**src/rtl/busctl_pkg.sv**
```systemverilog
package busctl_pkg;

    localparam int unsigned WORD_W   = 32;
    localparam int unsigned OP_BIT   = 27;
    localparam int unsigned ROLE_BIT = 9;
    localparam int unsigned ACK_BIT  = 6;
    localparam int unsigned ATN_BIT  = 3;

    localparam int unsigned MODE_W   = 8;
    localparam int unsigned ROLE_POS = 0;
    localparam int unsigned LATCH_W  = 8;
    localparam int unsigned ACK_POS  = 6;
    localparam int unsigned ATN_POS  = 3;

    typedef enum logic {
        OP_CLEAR = 1'b0,
        OP_SET   = 1'b1
    } setclr_op_e;

    typedef struct packed {
        setclr_op_e op;
        logic       role_sel;
        logic       ack_sel;
        logic       atn_sel;
    } setclr_cmd_t;

    function automatic setclr_cmd_t decode_w0(input logic [WORD_W-1:0] w);
        setclr_cmd_t c;
        c.op       = setclr_op_e'(w[OP_BIT]);
        c.role_sel = w[ROLE_BIT];
        c.ack_sel  = w[ACK_BIT];
        c.atn_sel  = w[ATN_BIT];
        return c;
    endfunction

    function automatic logic apply_op(input setclr_op_e op,
                                      input logic sel,
                                      input logic cur);
        if (!sel) return cur;
        return (op == OP_SET);
    endfunction

endpackage

```
**src/rtl/busctl_decode.sv**
```systemverilog
module busctl_decode
    import busctl_pkg::*;
(
    input  logic              valid,
    input  logic [WORD_W-1:0] w0,
    output logic              cmd_valid,
    output setclr_cmd_t       cmd
);
    setclr_cmd_t raw;
    logic        unused_w0;

    always_comb begin
        raw = decode_w0(w0);
        cmd_valid = valid;
        cmd = valid ? raw : '0;
    end

    assign unused_w0 = ^{w0[WORD_W-1:OP_BIT+1], w0[OP_BIT-1:ROLE_BIT+1],
                         w0[ROLE_BIT-1:ACK_BIT+1], w0[ACK_BIT-1:ATN_BIT+1],
                         w0[ATN_BIT-1:0]};
endmodule

```
**src/rtl/busctl_regs.sv**
```systemverilog
module busctl_regs
    import busctl_pkg::*;
#(
    parameter int unsigned MW = MODE_W,
    parameter int unsigned LW = LATCH_W
) (
    input  logic          clk,
    input  logic          rst,
    input  logic          cmd_valid,
    input  setclr_cmd_t   cmd,
    output logic [MW-1:0] mode_q,
    output logic [LW-1:0] latch_q
);
    logic [LW-1:0] sel_mask;
    logic [LW-1:0] latch_d;
    logic [MW-1:0] mode_d;

    for (genvar i = 0; i < LW; i++) begin : g_mask
        if (i == ACK_POS) begin : g_ack
            assign sel_mask[i] = cmd.ack_sel;
        end else if (i == ATN_POS) begin : g_atn
            assign sel_mask[i] = cmd.atn_sel;
        end else begin : g_none
            assign sel_mask[i] = 1'b0;
        end
        assign latch_d[i] = apply_op(cmd.op, sel_mask[i], latch_q[i]);
    end

    for (genvar j = 0; j < MW; j++) begin : g_mode
        if (j == ROLE_POS) begin : g_role
            assign mode_d[j] = apply_op(cmd.op, cmd.role_sel, mode_q[j]);
        end else begin : g_hold
            assign mode_d[j] = mode_q[j];
        end
    end

    always_ff @(posedge clk) begin
        if (rst) begin
            mode_q  <= '0;
            latch_q <= '0;
        end else if (cmd_valid) begin
            mode_q  <= mode_d;
            latch_q <= latch_d;
        end
    end
endmodule

```
**src/rtl/busctl_addr.sv**
```systemverilog
module busctl_addr #(
    parameter int unsigned AW   = 32,
    parameter int unsigned OFSW = 24
) (
    input  logic          clk,
    input  logic          rst,
    input  logic          valid,
    input  logic          rel,
    input  logic [AW-1:0] w1,
    input  logic [AW-1:0] ptr,
    output logic [AW-1:0] addr_q,
    output logic          addr_vld_q,
    output logic          done_q
);
    localparam int unsigned EXT_W = AW - OFSW;

    logic [AW-1:0] ofs_ext;
    logic [AW-1:0] addr_d;

    assign ofs_ext = {{EXT_W{w1[OFSW-1]}}, w1[OFSW-1:0]};
    assign addr_d  = rel ? (ptr + ofs_ext) : w1;

    always_ff @(posedge clk) begin
        if (rst) begin
            addr_q     <= '0;
            addr_vld_q <= 1'b0;
            done_q     <= 1'b0;
        end else begin
            addr_vld_q <= valid;
            done_q     <= valid;
            if (valid) addr_q <= addr_d;
        end
    end
endmodule

```
**src/rtl/busctl_pin_gate.sv**
```systemverilog
module busctl_pin_gate
    import busctl_pkg::*;
(
    input  logic [MODE_W-1:0]  mode,
    input  logic [LATCH_W-1:0] latch,
    input  logic               loopback,
    output logic               ack_pin,
    output logic               atn_pin
);
    logic drive_ok;

    always_comb begin
        drive_ok = !mode[ROLE_POS] || loopback;
        ack_pin  = drive_ok && latch[ACK_POS];
        atn_pin  = drive_ok && latch[ATN_POS];
    end
endmodule

```
**src/rtl/busctl_setclr_exec.sv**
```systemverilog
module busctl_setclr_exec
    import busctl_pkg::*;
#(
    parameter int unsigned ADDR_W = 32,
    parameter int unsigned OFS_W  = 24
) (
    input  logic                clk,
    input  logic                rst,
    input  logic                instr_valid,
    input  logic [WORD_W-1:0]   instr_w0,
    input  logic [ADDR_W-1:0]   instr_w1,
    input  logic                rel_mode,
    input  logic [ADDR_W-1:0]   script_ptr,
    input  logic                loopback_en,
    output logic                done,
    output logic [MODE_W-1:0]   mode_reg,
    output logic [LATCH_W-1:0]  ctl_latch,
    output logic                bus_ack,
    output logic                bus_atn,
    output logic [ADDR_W-1:0]   next_addr,
    output logic                addr_valid
);
    logic        cmd_valid;
    setclr_cmd_t cmd;

    busctl_decode u_dec (
        .valid     (instr_valid),
        .w0        (instr_w0),
        .cmd_valid (cmd_valid),
        .cmd       (cmd)
    );

    busctl_regs #(.MW(MODE_W), .LW(LATCH_W)) u_regs (
        .clk       (clk),
        .rst       (rst),
        .cmd_valid (cmd_valid),
        .cmd       (cmd),
        .mode_q    (mode_reg),
        .latch_q   (ctl_latch)
    );

    busctl_pin_gate u_gate (
        .mode     (mode_reg),
        .latch    (ctl_latch),
        .loopback (loopback_en),
        .ack_pin  (bus_ack),
        .atn_pin  (bus_atn)
    );

    busctl_addr #(.AW(ADDR_W), .OFSW(OFS_W)) u_addr (
        .clk        (clk),
        .rst        (rst),
        .valid      (instr_valid),
        .rel        (rel_mode),
        .w1         (instr_w1),
        .ptr        (script_ptr),
        .addr_q     (next_addr),
        .addr_vld_q (addr_valid),
        .done_q     (done)
    );
endmodule

```
**config.mk**
```make
export PLATFORM = sky130hd
export DESIGN_NAME = busctl_setclr_exec
export DESIGN_NICKNAME = d
export VERILOG_FILES = /design/src/rtl/busctl_pkg.sv /design/src/rtl/busctl_decode.sv /design/src/rtl/busctl_regs.sv /design/src/rtl/busctl_addr.sv /design/src/rtl/busctl_pin_gate.sv /design/src/rtl/busctl_setclr_exec.sv
export SDC_FILE = /design/constraint.sdc
export NUM_CORES = 1
export LEC_CHECK = 0
export ABC_AREA = 1
export BUFFER_PORTS_ARGS = -buffer_cell sky130_fd_sc_hd__buf_2
export CAP_MARGIN = 20
export CORE_MARGIN = 5
export CORE_UTILIZATION = 55
export CTS_CLUSTER_SIZE = 25
export DETAILED_ROUTE_END_ITERATION = 16
export PLACE_DENSITY = 0.88
export SLEW_MARGIN = 15
export SYNTH_ARGS = -nofsm -noshare
export SYNTH_HDL_FRONTEND = slang
export SYNTH_SLANG_ARGS = --single-unit
```
**constraint.sdc**
```tcl
create_clock -name clk -period 5.3 [get_ports clk]
set_input_delay 0.53 -clock clk [delete_from_list [all_inputs] [get_ports clk]]
set_output_delay 0.53 -clock clk [all_outputs]
set_load 0.005 [all_outputs]
```
-- Yosys cells after proc, flatten, opt, wreduce, memory -nomap -nowiden
Index checks and enable logic that the tools add are counted.
- flip-flop bits (word level): 36
- input bits: 101
- output and inout bits: 52
- logic and storage cells: 15
- add/subtract/negate cells: 1
- multiplexer cells: 2
- reductions and logical operators: 7
- operators with widths (operator ; number):
    $add 32x32->32 ; 1
    $mux 32 ; 1
    $reduce_and 2->1 ; 3
    $mux 4 ; 1
    $logic_and 1x1->1 ; 2
    $logic_not 1->1 ; 1
    $logic_or 1x1->1 ; 1

-- Depth between registers and ports, before layout
- depth after elaboration: 3
- mapped depth: 13

-- Modules after synthesis
Synthesis repeated with hierarchy kept, for this count alone.
- cell total of the unflattened synthesis: 759
- area total of the unflattened synthesis: 4170.2 um^2
- modules (own cells, without submodules) (module ; instances ; cells each ; area an instance (um^2)):
    busctl_addr ; 1 ; 709 ; 3878.7
    busctl_regs ; 1 ; 36 ; 232.7
    busctl_decode ; 1 ; 9 ; 37.5
    busctl_pin_gate ; 1 ; 5 ; 21.3

-- Worst setup path after synthesis
Ideal clock, no wire load.
- kind: input port to flip-flop
- start point: input port instr_w1[0]
- end point: register u_addr.addr_q[16]
- data arrival time: 1.902 ns
- setup slack: 3.276 ns
- stages: 12
- path buffers: 0
- cells stage by stage: ha_1 fa_1 nand3_1 nand3_1 nand2_1 nand2_2 nand2_1 nand2_1 nand2_1 nand3_1 o211ai_1 a21oi_1
- longest elaborated chain between the ends: 2
- RTL lines (what ; line ; RTL):
    start: declaration ; busctl_setclr_exec.sv:11 ; input logic [ADDR_W-1:0] instr_w1,
    $add 32x32->32 ; busctl_addr.sv:21 ; assign addr_d = rel ? (ptr + ofs_ext) : w1;
    $mux 32 ; busctl_addr.sv:21 ;
    end signal: assignment ; busctl_addr.sv:31 ; if (valid) addr_q <= addr_d;
    end: declaration ; busctl_addr.sv:11 ; output logic [AW-1:0] addr_q,
Every way passes these cells.
A chain may end at the register's enable or synchronous reset.

-- Worst setup path in the final report
- start point: input port instr_w1[0]
- end point: register u_addr.addr_q[24]
Same word-level chain as after synthesis.

==> flow_summary.yaml <==
clock_network:
  postCtsSetupBuffers: 0
  clkTransAtPathRegs_ns: 0.07
  clock_sinks: 36
  cts_buffers: 5
  cts_resized: 0
  cts_buffer_depth: 2
  ctsHtreeMaxLevel: 2
  cts_root_buffer: "clkbuf_8"
  cts_hold_buffers: 0
  clk_latency_ns: 0.29
  cts_tree: "built"
sta:
  hold_viol: 0
  period_needed_ns: 2.31
  setup_viol: 0
  finalMaxSlewViolations: 0
  whs_ns: 0.465
  worst_slew_pin_slew_ns: 0.998
  setup_tns_ns: 0
  rsz0062_at_grt: "false"
  timing.final.crit_share: 0.435
  fmax_ghz: 0.433
  finClkSkew_ns: 0
  slew_headroom: 0.335
floorplan:
  num_rows: 31
  die_area_um2: 9370
  ioPinCount: 153
  initial_core_util: 0.568
  die_h_um: 96.8
  coreArea_um2: 7290
  die_w_um: 96.8
synthesis:
  yosysUniqueCellTypes: 35
  ys_top_cells_by_area: "nand2_1, dfxtp_1, inv_1, ha_1, nor2_1"
  syn-instance-count: 739
  synth_top_area_frac: 0.244
  ys_async_sr_fraction: 0
  synthTopCellsByCount: "nand2_1, inv_1, nor2_1, a21oi_1, nand3_1"
  ys_warn_count: 0
  syn_area_um2: 4140
  synth.most_common_cell: "nand2_1"
  synth_edf_count: 0
  ys_ff_latch: 36
  yosys.area.top_type: "nand2_1"
  ys_seq_area_frac: 0.174
  synth_ff_type: "dfxtp_1"
  avgSynthCellArea_um2: 5.61
setup_path:
  critPathArrivalTime_ns: 2.44
  crit_fanout: 5
  crit_type: "primary input to register"
  rrSetupSlack_ns: 4.62
  critPathCaptureType: "register"
  start_kind: "primary input"
  worstPathRequired_ns: 5.44
cells_and_area:
  layout-drive-gt1-share: 0.186
  syn2layout_area_growth_pct: 15.3
  fill_cells: 733
  antennaDiodeCount: 0
  fin_area_um2: 4780
  fin_nets: 971
pwr:
  power_density_nw_per_um2: 202
  ir_drop_uv: 159
  power.static_leakage_uw: 0.00284
global_route:
  grt.overflow.total: 0
  grt_pass1_wl_mm: 19.9
  antenna_found_initial: 0
  grt_util_all_layers: 0.249
  grt_max_degree: 55
  first_global_vias: 4560
routing:
  drc: 0
  wirelength_mm: 12.2
  first_pass_iters: 5
  dr_total_vias: 4855
  wl_per_cell_um: 13.0
  drtIter0Drc: 284
  viasPerCell: 5.18
  ant_nets: 0
place:
  gp_congestion: 1.00
  dp.final_hpwl_mm: 9.99
  port_buffers: 111
  postPlaceCellArea_um2: 4650
min_path:
  hp-class: "register to register"
job:
  max_cap_violations: 0
run_status:
  status: "finished, final reports clean"
-- critical path, stage by stage --
cell and delay [ns]:
buf_2 0.11, ha_1 0.25, fa_1 0.49, nand3_1 0.13, nand3_1 0.15, nand2_1 0.11, nand2_2 0.09, nand3_1 0.10
nand3_1 0.08, nand2_1 0.08, nand3_1 0.12, nand2_1 0.13, a21oi_1 0.07
-- cell families after synthesis --
group	share of synthesized area
compound gates	0.120
flops	0.174
other cells	0.000905
buf+inv	0.160
fa+ha+maj	0.0984
simple gates	0.417
xor+xnor	0.0296
-- layer usage --
metal	vias up	global-route usage	wire, um
met5	-	0	0
met4	0	0.109	447
met3	30	0.0439	963
met2	210	0.452	5900
met1	2164	0.284	4850
li1	2451	-	-
-- sequential cells by signal, summed over array words and instances (netlist names) --
name	flops
u_addr.addr_vld_q	1
u_regs.mode_q	1
u_addr.addr_q	32
u_regs.latch_q	2
-- power breakdown --
group / internal, uW / switching, uW / total [uW]
logic: 150 / 250 / 400
registers: 292 / 10.4 / 302
clock network: 166 / 97.5 / 263
total: 607 / 358 / 965
-- cell type report --
| type | count | area (um2) | share of cell area |
|---|---|---|---|
| clock buffer | 7 | 96.3 | 0.0202 |
| clock inverter | 1 | 30.0 | 0.00629 |
| inverter | 119 | 447 | 0.0935 |
| multi-input combinational | 565 | 2800 | 0.587 |
| sequential | 36 | 721 | 0.151 |
| tap | 99 | 124 | 0.0259 |
| timing repair buffer | 111 | 556 | 0.116 |
-- placed cells by master, fill, tap and decap left out, types with 12 or more instances in the layout --
cell type / instances
a21oi_1: 53
buf_2: 111
conb_1: 13
dfxtp_1: 36
ha_1: 31
inv_1: 114
nand2_1: 269
nand2_2: 12
nand3_1: 42
nor2_1: 76
-- final timing paths --
check / to / start / cells past startpoint
setup reg to reg: u_addr.addr_q[21] / u_addr.addr_q[21] / 2
setup / recovery: u_addr.addr_q[24] / instr_w1[0] / 13
hold / removal: u_addr.addr_q[7] / u_addr.addr_q[7] / 2
hold reg to reg: u_addr.addr_q[7] / u_addr.addr_q[7] / 2
-- stage by stage --
stage,setup slack (ns),total power (uW),util,cells
floorplan,3.28,589,-,751
global placement,2.78,689,0.638,930
detailed placement,2.74,702,0.638,930
CTS,3.04,965,0.655,938
global route,2.87,1030,0.655,938
finish,2.99,965,0.655,938
(Power assumes the default switching activity.)
